--- config.mk ---
export PLATFORM = sky130hd
export DESIGN_NAME = scalar_alu
export DESIGN_NICKNAME = d
export VERILOG_FILES = /design/src/rtl/scalar_alu_pkg.sv /design/src/rtl/scalar_alu_ctrl.sv /design/src/rtl/scalar_alu_dp.sv /design/src/rtl/scalar_alu.sv
export SDC_FILE = /design/constraint.sdc
export NUM_CORES = 1
export LEC_CHECK = 0
export ABC_CLOCK_PERIOD_IN_PS = 6500
export BUFFER_PORTS_ARGS = -buffer_cell sky130_fd_sc_hd__buf_2
export CAP_MARGIN = 20
export CORE_MARGIN = 5
export CORE_UTILIZATION = 45
export DETAILED_ROUTE_END_ITERATION = 10
export PLACE_DENSITY = 0.63
export SKIP_CTS_REPAIR_TIMING = 1
export SLEW_MARGIN = 5
export SYNTH_ARGS = -nofsm -noshare
export SYNTH_HDL_FRONTEND = slang
export SYNTH_SLANG_ARGS = --single-unit
--- constraint.sdc ---
create_clock -name clk -period 6.5 [get_ports clk]
set_clock_uncertainty 0.1 [all_clocks]
set_input_delay 1.3 -clock clk [delete_from_list [all_inputs] [get_ports clk]]
set_output_delay 1.3 -clock clk [all_outputs]
set_load 0.02 [all_outputs]
--- src/rtl/scalar_alu_pkg.sv ---
package scalar_alu_pkg;

  typedef enum logic [4:0] {
    OP_ADD  = 5'd0,  OP_ADC  = 5'd1,  OP_SUB  = 5'd2,  OP_SUC  = 5'd3,
    OP_RSB  = 5'd4,  OP_RSC  = 5'd5,  OP_AND  = 5'd6,  OP_OR   = 5'd7,
    OP_XOR  = 5'd8,  OP_NOT  = 5'd9,  OP_LSL  = 5'd10, OP_LSR  = 5'd11,
    OP_MIN  = 5'd12, OP_MAX  = 5'd13, OP_SET  = 5'd14, OP_CLR  = 5'd15,
    OP_LMBD = 5'd16, OP_BGT  = 5'd17, OP_BGE  = 5'd18, OP_BLT  = 5'd19,
    OP_BLE  = 5'd20, OP_BEQ  = 5'd21, OP_BNE  = 5'd22, OP_BBS  = 5'd23,
    OP_BBC  = 5'd24
  } opcode_e;

  typedef enum logic [2:0] {
    OUT_ZERO, OUT_ARITH, OUT_LOGIC, OUT_SHIFT, OUT_MINMAX, OUT_BIT, OUT_SCAN
  } outsel_e;

  typedef enum logic [3:0] {
    BR_NONE, BR_GT, BR_GE, BR_LT, BR_LE, BR_EQ, BR_NE, BR_BS, BR_BC
  } brsel_e;

  typedef enum logic [1:0] {
    LG_AND, LG_OR, LG_XOR, LG_NOT
  } logicop_e;

  // Strobes handed from the decoder to the datapath
  typedef struct packed {
    logic     arith;      // op writes the carry flag
    logic     doSub;      // subtract instead of add
    logic     swap;       // reverse operand order
    logic     useCarry;   // fold the stored carry in
    outsel_e  outSel;
    logicop_e logicOp;
    logic     shiftRight;
    logic     pickMax;
    logic     bitSet;
    brsel_e   brSel;
  } ctrl_t;

endpackage

--- src/rtl/scalar_alu_ctrl.sv ---
module scalar_alu_ctrl
  import scalar_alu_pkg::*;
(
  input  logic [4:0] opCode,
  output ctrl_t      ctrl
);

  always_comb begin
    ctrl            = '0;
    ctrl.outSel     = OUT_ZERO;
    ctrl.logicOp    = LG_AND;
    ctrl.brSel      = BR_NONE;
    case (opCode)
      OP_ADD:  begin ctrl.arith = 1'b1; ctrl.outSel = OUT_ARITH; end
      OP_ADC:  begin ctrl.arith = 1'b1; ctrl.useCarry = 1'b1; ctrl.outSel = OUT_ARITH; end
      OP_SUB:  begin ctrl.arith = 1'b1; ctrl.doSub = 1'b1; ctrl.outSel = OUT_ARITH; end
      OP_SUC:  begin ctrl.arith = 1'b1; ctrl.doSub = 1'b1; ctrl.useCarry = 1'b1;
                     ctrl.outSel = OUT_ARITH; end
      OP_RSB:  begin ctrl.arith = 1'b1; ctrl.doSub = 1'b1; ctrl.swap = 1'b1;
                     ctrl.outSel = OUT_ARITH; end
      OP_RSC:  begin ctrl.arith = 1'b1; ctrl.doSub = 1'b1; ctrl.swap = 1'b1;
                     ctrl.useCarry = 1'b1; ctrl.outSel = OUT_ARITH; end
      OP_AND:  begin ctrl.outSel = OUT_LOGIC; ctrl.logicOp = LG_AND; end
      OP_OR:   begin ctrl.outSel = OUT_LOGIC; ctrl.logicOp = LG_OR;  end
      OP_XOR:  begin ctrl.outSel = OUT_LOGIC; ctrl.logicOp = LG_XOR; end
      OP_NOT:  begin ctrl.outSel = OUT_LOGIC; ctrl.logicOp = LG_NOT; end
      OP_LSL:  ctrl.outSel = OUT_SHIFT;
      OP_LSR:  begin ctrl.outSel = OUT_SHIFT; ctrl.shiftRight = 1'b1; end
      OP_MIN:  ctrl.outSel = OUT_MINMAX;
      OP_MAX:  begin ctrl.outSel = OUT_MINMAX; ctrl.pickMax = 1'b1; end
      OP_SET:  begin ctrl.outSel = OUT_BIT; ctrl.bitSet = 1'b1; end
      OP_CLR:  ctrl.outSel = OUT_BIT;
      OP_LMBD: ctrl.outSel = OUT_SCAN;
      OP_BGT:  ctrl.brSel = BR_GT;
      OP_BGE:  ctrl.brSel = BR_GE;
      OP_BLT:  ctrl.brSel = BR_LT;
      OP_BLE:  ctrl.brSel = BR_LE;
      OP_BEQ:  ctrl.brSel = BR_EQ;
      OP_BNE:  ctrl.brSel = BR_NE;
      OP_BBS:  ctrl.brSel = BR_BS;
      OP_BBC:  ctrl.brSel = BR_BC;
      default: ;
    endcase
  end

endmodule

--- src/rtl/scalar_alu_dp.sv ---
module scalar_alu_dp
  import scalar_alu_pkg::*;
#(
  parameter int DATA_W = 32
) (
  input  ctrl_t             ctrl,
  input  logic [DATA_W-1:0] opA,
  input  logic [DATA_W-1:0] opBEff,
  input  logic              carryIn,
  output logic [DATA_W-1:0] result,
  output logic              carryNext,
  output logic              branchTaken
);

  localparam int SHAMT_W = $clog2(DATA_W);
  localparam int IDX_W   = $clog2(DATA_W) + 1;

  logic [SHAMT_W-1:0] shAmt;
  logic [DATA_W-1:0]  lhs, rhs, logicRes, shiftRes, minMaxRes, bitRes, bitMask;
  logic [DATA_W:0]    cinExt, arithRes;
  logic [DATA_W-1:0]  matchVec;
  logic [IDX_W-1:0]   scanIdx;
  logic               bGtA, bEqA;

  assign shAmt = opBEff[SHAMT_W-1:0];

  // Adder / subtractor with one extra bit for carry or borrow
  assign lhs    = ctrl.swap ? opBEff : opA;
  assign rhs    = ctrl.swap ? opA : opBEff;
  assign cinExt = {{DATA_W{1'b0}}, carryIn & ctrl.useCarry};

  always_comb begin
    if (ctrl.doSub) arithRes = {1'b0, lhs} - {1'b0, rhs} - cinExt;
    else            arithRes = {1'b0, lhs} + {1'b0, rhs} + cinExt;
  end
  assign carryNext = arithRes[DATA_W];

  always_comb begin
    case (ctrl.logicOp)
      LG_AND:  logicRes = opA & opBEff;
      LG_OR:   logicRes = opA | opBEff;
      LG_XOR:  logicRes = opA ^ opBEff;
      default: logicRes = ~opA;
    endcase
  end

  assign shiftRes  = ctrl.shiftRight ? (opA >> shAmt) : (opA << shAmt);

  assign bGtA      = opBEff > opA;
  assign bEqA      = opBEff == opA;
  assign minMaxRes = (bGtA ^ ctrl.pickMax) ? opA : opBEff;

  assign bitMask   = {{(DATA_W-1){1'b0}}, 1'b1} << shAmt;
  assign bitRes    = ctrl.bitSet ? (opA | bitMask) : (opA & ~bitMask);

  // Per-bit match against the wanted value, then highest-index priority
  for (genvar i = 0; i < DATA_W; i++) begin : g_match
    assign matchVec[i] = ~(opA[i] ^ opBEff[0]);
  end

  always_comb begin
    scanIdx = IDX_W'(DATA_W);
    for (int i = 0; i < DATA_W; i++) begin
      if (matchVec[i]) scanIdx = IDX_W'(i);
    end
  end

  always_comb begin
    case (ctrl.outSel)
      OUT_ARITH:  result = arithRes[DATA_W-1:0];
      OUT_LOGIC:  result = logicRes;
      OUT_SHIFT:  result = shiftRes;
      OUT_MINMAX: result = minMaxRes;
      OUT_BIT:    result = bitRes;
      OUT_SCAN:   result = DATA_W'(scanIdx);
      default:    result = '0;
    endcase
  end

  always_comb begin
    case (ctrl.brSel)
      BR_GT:   branchTaken = bGtA;
      BR_GE:   branchTaken = bGtA | bEqA;
      BR_LT:   branchTaken = ~(bGtA | bEqA);
      BR_LE:   branchTaken = ~bGtA;
      BR_EQ:   branchTaken = bEqA;
      BR_NE:   branchTaken = ~bEqA;
      BR_BS:   branchTaken = opA[shAmt];
      BR_BC:   branchTaken = ~opA[shAmt];
      default: branchTaken = 1'b0;
    endcase
  end

endmodule

--- src/rtl/scalar_alu.sv ---
module scalar_alu
  import scalar_alu_pkg::*;
#(
  parameter int DATA_W = 32,
  parameter int IMM_W  = 8
) (
  input  logic              clk,
  input  logic              rstN,
  input  logic              opValid,
  input  logic [4:0]        opCode,
  input  logic [DATA_W-1:0] opA,
  input  logic [DATA_W-1:0] opB,
  input  logic              useImm,
  input  logic [IMM_W-1:0]  immVal,
  output logic [DATA_W-1:0] result,
  output logic              carryFlag,
  output logic              branchTaken
);

  ctrl_t             ctrl;
  logic [DATA_W-1:0] opBEff;
  logic              carryNext;
  logic              carryQ;

  assign opBEff = useImm ? {{(DATA_W-IMM_W){1'b0}}, immVal} : opB;

  scalar_alu_ctrl u_ctrl (
    .opCode (opCode),
    .ctrl   (ctrl)
  );

  scalar_alu_dp #(.DATA_W(DATA_W)) u_dp (
    .ctrl        (ctrl),
    .opA         (opA),
    .opBEff      (opBEff),
    .carryIn     (carryQ),
    .result      (result),
    .carryNext   (carryNext),
    .branchTaken (branchTaken)
  );

  always_ff @(posedge clk) begin
    if (!rstN)                    carryQ <= 1'b0;
    else if (opValid && ctrl.arith) carryQ <= carryNext;
  end

  assign carryFlag = carryQ;

endmodule

== Word level (Yosys, flattened, before mapping) ==
Cells that the tools add are included.
Widths: inputs -> output; s select.
Cells by class
  order comparisons: 2
  reductions and logical operators: 11
  add/subtract/negate cells: 4
  eq/ne operators: 41
  muxes and demuxes: 54
  bitwise gates (word level): 46
  shift operators: 3
Operator list (number)
  $mux 32: 6
  $mux 6: 32
  $pmux 32 s6: 1
  $pmux 32 s3: 1
  $and 32x32->32: 2
  $not 32->32: 2
  $or 32x32->32: 2
  $eq 5x5->1 const B: 9
  $eq 5x4->1 const B: 8
  $add 32x32->33: 1
  $add 33x1->33: 1
  $mux 33: 1
  $sub 32x32->33: 1
  $sub 33x1->33: 1
  $xor 1x1->1: 33
  $eq 32x32->1: 1
  $gt 32x32->1: 1
  $pmux 4 s8: 1
  $shl 1x5->32 const A: 1
  $shl 32x5->32: 1
  $shr 32x5->32: 1
  $xor 32x32->32: 1
  $eq 5x3->1 const B: 4
  $pmux 3 s6: 1
  26 further kinds: 48
Storage, ports and cells
  output and inout bits: 34
  word-level logic and storage cells: 162
  flip-flop bits (word level): 1
  bits of input ports: 81

== Longest topological paths before layout ==
Gate-level depths: netlist (run 1).
  word-level depth: 35
  depth in mapped cells: 22
  gate-level depth less buffers: 18

== Modules after synthesis ==
Synthesis (run 1) repeated with hierarchy kept, for this count alone.
Unflattened totals
  cells, all modules: 1798
  area, all modules: 12961.2 um2
By module, submodules not included
  scalar_alu_dp: instances 1, seq. area each 0.0 um2, cells an instance 1725, area each 12446.9 um2
  scalar_alu: instances 1, seq. area each 20.0 um2, cells an instance 40, area each 325.3 um2
  scalar_alu_ctrl: instances 1, seq. area each 0.0 um2, cells an instance 33, area each 188.9 um2

== Worst setup path after synthesis (run 1) ==
OpenSTA, ideal clock, no wires.
  kind: input to output
  start: input port useImm
  end: output port result[30]
  data arrival time: 5.449 ns
  path buffers: 5
  setup slack: -0.349 ns
  data required time: 5.100 ns
  cell stages on the path: 17
  path through: buf_2 > buf_1 > mux2i_1 > clkbuf_1 > buf_1 > clkbuf_1 > ha_1 > ha_1 > o21ai_0 > a21oi_2 > a41oi_2 > o31ai_2 > a21oi_1 > o21ai_1 > a311o_1 > nand2_1 > o211ai_1
Between the ends
  word-level cells in the longest chain between the ends: 6
  elaborated cells on any way between the ends: 24
  classes of those cells: add/sub: 4; order compare: 1; shift: 3; mux: 9; bitwise: 7
Ends and longest elaborated chain
  start: declaration: line scalar_alu.sv:13  | input logic useImm,
  $mux 32 (*): line scalar_alu.sv:25  | assign opBEff = useImm ? {{(DATA_W-IMM_W){1'b0}}, immVal} : opB;
  $mux 32 (tied with other cells): line scalar_alu_dp.sv:28  | assign lhs = ctrl.swap ? opBEff : opA;
  $add 32x32->33 (tied with other cells): line scalar_alu_dp.sv:34  | else arithRes = {1'b0, lhs} + {1'b0, rhs} + cinExt;
  $add 33x1->33 (tied with other cells): line scalar_alu_dp.sv:34
  $mux 33 / $mux 32 (equally long branches): line scalar_alu_dp.sv:33, scalar_alu_dp.sv:54
  $pmux 32 s6 (*): line scalar_alu_dp.sv:69  | case (ctrl.outSel)
  end: declaration: line scalar_alu.sv:15  | output logic [DATA_W-1:0] result,
Mark *: on every way between the ends. The rest lies on a longest branch, timed or not.

== Worst setup path in the final report (run 1) ==
  start: input port useImm
  end: output port result[24]
Same word-level chain as after synthesis.

==> results of run 1 <==
-- kinds of logic after synthesis --
logic type                 after synthesis  share of synthesized area (%)
and+or+nand+nor                        621                           21.5
adders and majority gates              190                           18.2
DFF                                      1                          0.151
xor gates and xnor gates                47                           3.16
buffers and inverters                  309                           9.22
muxes                                  144                           11.8
AOI/OAI and AO/OA                      755                           36.0
-- critical path: cells and delay by family --
kind / cells / cell delay, ps
xor+xnor: 1 / 180
fa+ha+maj: 2 / 850
mux: 1 / 370
compound gates: 9 / 1820
simple gates: 2 / 220
buf+inv: 3 / 370
-- synthesized netlist by cell type, types with 10 or more instances --
cell type	number	share of area (%)
a211oi_1	22	1.2
buf_1	18	0.51
o21bai_1	13	0.74
mux2i_1	132	10
o21ai_1	34	1.3
nand2b_1	44	2.1
nand2_1	218	6.2
inv_1	137	3.9
xor2_1	16	1.1
xnor2_1	30	2.0
a31oi_1	32	1.5
nor3_1	54	2.0
o211ai_1	51	2.9
and3_1	14	0.66
o21ai_0	184	6.9
nand4_1	14	0.66
a221o_1	12	0.91
a311oi_1	10	0.66
nand3_1	51	1.9
a21o_1	29	1.6
nor2_1	169	4.8
a21oi_1	202	7.6
o221ai_1	20	1.3
o31ai_1	34	1.9
nor2b_1	15	0.71
clkbuf_1	113	3.2
a221oi_1	12	0.79
buf_2	30	1.1
o22ai_1	17	0.80
ha_1	186	18
-- cells in the final DEF, fill, tap and decap left out, types with 33 or more instances in the layout --
cell type and count:
nor2_1 164, o31ai_1 33, a21oi_1 187, nor3_1 53
o21ai_0 171, inv_1 137, ha_1 179, nand2_1 216
nand3_1 51, o211ai_1 51, o21ai_1 37, buf_4 250
nand2b_1 42, buf_2 107, mux2i_1 126
-- final timing paths --
| path | start | end | cells past startpoint |
|---|---|---|---|
| worst min-delay path | carryFlag | carryFlag | 2 |
| worst min register to register | carryFlag | carryFlag | 2 |
| worst max register to register | carryFlag | carryFlag | 15 |
| worst max-delay path | useImm | result[24] | 18 |
-- power by group through the flow --
| stage | Combinational, mW | Clock (mW) | Sequential [mW] |
|---|---|---|---|
| finish | 1.89 | 0.0000000434 | 0.00664 |
| global route | 2.01 | 0 | 0.00666 |
| CTS | 1.74 | 0 | 0.00667 |
| detailed placement | 1.73 | 0 | 0.00667 |
| global placement | 1.71 | 0 | 0.00665 |
| floorplan | 1.09 | 0 | 0.00676 |
-- cell type report --
cell class                 count  area (um^2)  share of cell area (%)
antenna                        1         2.50                  0.0154
tap                          384          480                    2.95
multi-input combinational   1758        12500                    76.9
inverter                     143          539                    3.31
sequential                     1         20.0                   0.123
timing repair buffer         378         2720                    16.7
-- routing by layer --
layer  share of wire [%]  global-route usage, %
met1                  38                   46.6
met2                  42                   59.4
met3                  11                   7.98
met4                 9.3                   27.9
met5               0.016                      0
-- through the flow --
step	utilization, %	hold WS (ps)	total power, mW	setup WS (ps)
6_report	56.3	422	1.89	-28.0
5_1_grt	56.3	451	2.01	-52.4
4_1_cts	54.2	436	1.75	-195
3_5_place_dp	54.2	440	1.74	-180
3_3_place_gp	54.2	417	1.72	-200
2_1_floorplan	-	456	1.10	-28.1
==> impl_metrics.json, run 1 <==
{
  "status": "finished with violations",
  "violations": "negative setup slack",
  "finalWeightedCongestion": 1.05,
  "antenna_found_initial": 1,
  "grt_pass1_vias": 16700,
  "layout-drive-gt1-share_pct": 21.1,
  "setup-tns-final_ps": -28.0,
  "worstMarginPinSlew_ps": 983,
  "rsz0062_at_grt": "yes",
  "fin_area_um2": 16300,
  "pin_count": 115,
  "drv_slew": 0,
  "crit_required_ps": 5100,
  "max_cap_violations": 0,
  "p_sw_share_pct": 60.5,
  "syn_area_per_cell_um2": 6.41,
  "die-area_um2": 33000,
  "synth_area_um2": 13300,
  "rows": 62,
  "synthCells": 2067,
  "wl_per_cell_um": 25.6,
  "die_w_um": 182,
  "relSlewSlack_pct": 34.3,
  "max_stage_delay_ps": 430,
  "synth_edf_count": 0,
  "max_freq_mhz": 153,
  "grt_overflow": 0,
  "path_class": "input pin to output port",
  "clock_latency_ps": 0,
  "placement.io_buffers": 114,
  "r2r_setup_slack_ps": 2550,
  "p_sw_mw": 1.15,
  "start_util_pct": 45.8,
  "die_y_um": 182,
  "hold_viol_final": 0,
  "drt-initial-drc-count": 2273,
  "p_int_uw": 748,
  "place_inst": 2649,
  "yosysSeqAreaShare_pct": 0.151,
  "crit_chain": "buf_6 > mux2i_4 > inv_4 > nor2_4 > a21oi_4 > fa_2 > fa_2 > nand2b_4 > a2111oi_4 > a21oi_2 > a41oi_2 > o31ai_4 > a31o_4 > a31oi_4 > xor2_1 > o221ai_1 > a221o_1 > buf_6",
  "cp-start-kind": "input pin",
  "cellLeakagePower_nw": 7.57,
  "ys_types": 90,
  "finalWirelength_um": 68400,
  "post-dp-hpwl_um": 52700,
  "ys_seq_elements": 1,
  "timing.final.crit_share_pct": 100,
  "end_kind": "output port",
  "grt_max_degree": 71,
  "nNetsFinal": 2553,
  "min_path_type": "register to register",
  "pwr-share-comb_pct": 99.6,
  "vias": 17600,
  "grtUsageTotal_pct": 38.2,
  "arrival_ps": 5130,
  "fin_crit_ps": 6530,
  "largest_reg_flops": 1,
  "clkPwrFrac_pct": 0,
  "crit_slowest_cell": "fa_2",
  "place_area_um2": 15700,
  "yosys_warnings": 0,
  "dr.pass1.iters": 6,
  "path_clk_slew_ps": 0,
  "finalNonFillerCells": 2665,
  "drc": 0,
  "seq_power_share_pct": 0.4,
  "finalSetupViolations": 1,
  "powerDensity_nw_per_um2": 116,
  "fin_ws_ps": -28.0,
  "routed_via_density": 6.62,
  "syn_to_final_growth_pct": 22.8,
  "synth_nets": 2338,
  "synthArstFlopShare_pct": 0,
  "ys.flop_type": "dfxtp_1",
  "coreArea_um2": 28900,
  "grt_pass1_wl_um": 99900,
  "n_fill_cell": 3010,
  "path_max_fanout": 5,
  "ant_nets": 0,
  "peakVddDrop_mv": 0.104
}
No activity file was read; power rests on OpenSTA's default activity.
==> run 2: changes to the inputs <==
--- a/config.mk
+++ b/config.mk
@@ -8,6 +8,7 @@
 export ABC_CLOCK_PERIOD_IN_PS = 6500
 export BUFFER_PORTS_ARGS = -buffer_cell sky130_fd_sc_hd__buf_2
 export CAP_MARGIN = 20
+export CORE_ASPECT_RATIO = 1.75
 export CORE_MARGIN = 5
 export CORE_UTILIZATION = 45
 export DETAILED_ROUTE_END_ITERATION = 10
==> impl_metrics.json, run 2 (same netlist as run 1, synthesis figures left out) <==
{
  "rows": 83,
  "vias": 17500,
  "hold_viol_final": 0,
  "largest_reg_flops": 1,
  "die-area_um2": 33100,
  "drc": 0,
  "finalWirelength_um": 70700,
  "layout-drive-gt1-share_pct": 21.4,
  "grt_pass1_vias": 16400,
  "fin_ws_ps": 17.0,
  "drv_slew": 0,
  "pin_count": 115,
  "layout_common_cells": "buf_4, nand2_1, a21oi_1",
  "coreArea_um2": 29200,
  "fin_crit_ps": 6480,
  "hold_slack_ps": 407,
  "grt_overflow": 0,
  "setup-tns-final_ps": 0,
  "rsz0062_at_grt": "yes",
  "routed_via_density": 6.55,
  "dr.pass1.iters": 6,
  "final_common_cell": "buf_4",
  "min_path_type": "register to register",
  "path_max_fanout": 8,
  "wl_per_cell_um": 26.4,
  "max_freq_mhz": 154,
  "die_y_um": 237,
  "grt_pass1_wl_um": 102000,
  "start_util_pct": 45.4,
  "grtUsageTotal_pct": 39.5,
  "drt-initial-drc-count": 1886,
  "arrival_ps": 5080,
  "worstMarginPinSlew_ps": 1150,
  "post-dp-hpwl_um": 54200,
  "ant_nets": 0,
  "crit_required_ps": 5100,
  "nNetsFinal": 2567,
  "finalWeightedCongestion": 1.03,
  "die_w_um": 140,
  "syn_to_final_growth_pct": 24.4,
  "grt_max_degree": 73,
  "status": "finished, final reports clean",
  "path_clk_slew_ps": 0,
  "path_class": "input pin to output port",
  "timing.final.crit_share_pct": 99.7,
  "cp-start-kind": "input pin",
  "end_kind": "output port",
  "placement.io_buffers": 114,
  "relSlewSlack_pct": 23.5,
  "max_cap_violations": 0,
  "place_inst": 2650,
  "clock_latency_ps": 0,
  "pre_cts_slack_ps": -150,
  "finalNonFillerCells": 2678,
  "antenna_found_initial": 4,
  "finalSetupViolations": 0
}
[run 2: cell types whose count changed in the layout (fill, tap and decap cells not counted), sizes merged]
cell,change
buf,+15
clkbuf,-1
diode,+1
[run 2: final cells by class]
| cell class | instances | area, um^2 |
|---|---|---|
| sequential | 1 | 20.0 |
| antenna | 2 | 5.00 |
| multi-input combinational | 1758 | 12500 |
| inverter | 143 | 539 |
| fill | 3002 | 12700 |
| timing repair buffer | 392 | 2920 |
| tap | 382 | 478 |
[run 2: worst max-delay path, cell delays in order]
cell,delay (ps)
buf_8,100
nor4b_4,320
buf_12,180
buf_12,150
a21oi_4,60
fa_2,380
fa_2,440
nand2b_4,100
a2111oi_4,70
a21oi_2,180
a41oi_4,170
o31ai_4,410
a31o_4,240
a31oi_4,80
xor2_1,170
o221ai_1,160
a221o_1,360
buf_6,160
[run 2: metrics by stage]
step	area [um^2]	util [%]
floorplan	13300	-
global placement	15800	54.0
detailed placement	15800	54.0
CTS	15800	54.0
global route	16500	56.5
finish	16500	56.5
[run 2: path summary, 6_finish.rpt]
path | start | end | slack [ps] | depth (start not counted)
worst min register to register | carryFlag | carryFlag | 410 | 2
worst max-delay path | opCode[1] | result[24] | 20 | 18
worst min-delay path | carryFlag | carryFlag | 410 | 2
worst max register to register | carryFlag | carryFlag | 2770 | 17
[run 2: layer usage]
metal  global-route usage, %  part of all wire [%]
met5                       0                     0
met4                    25.8                   9.5
met3                    5.70                   9.0
met2                    65.0                    46
met1                    47.4                    36
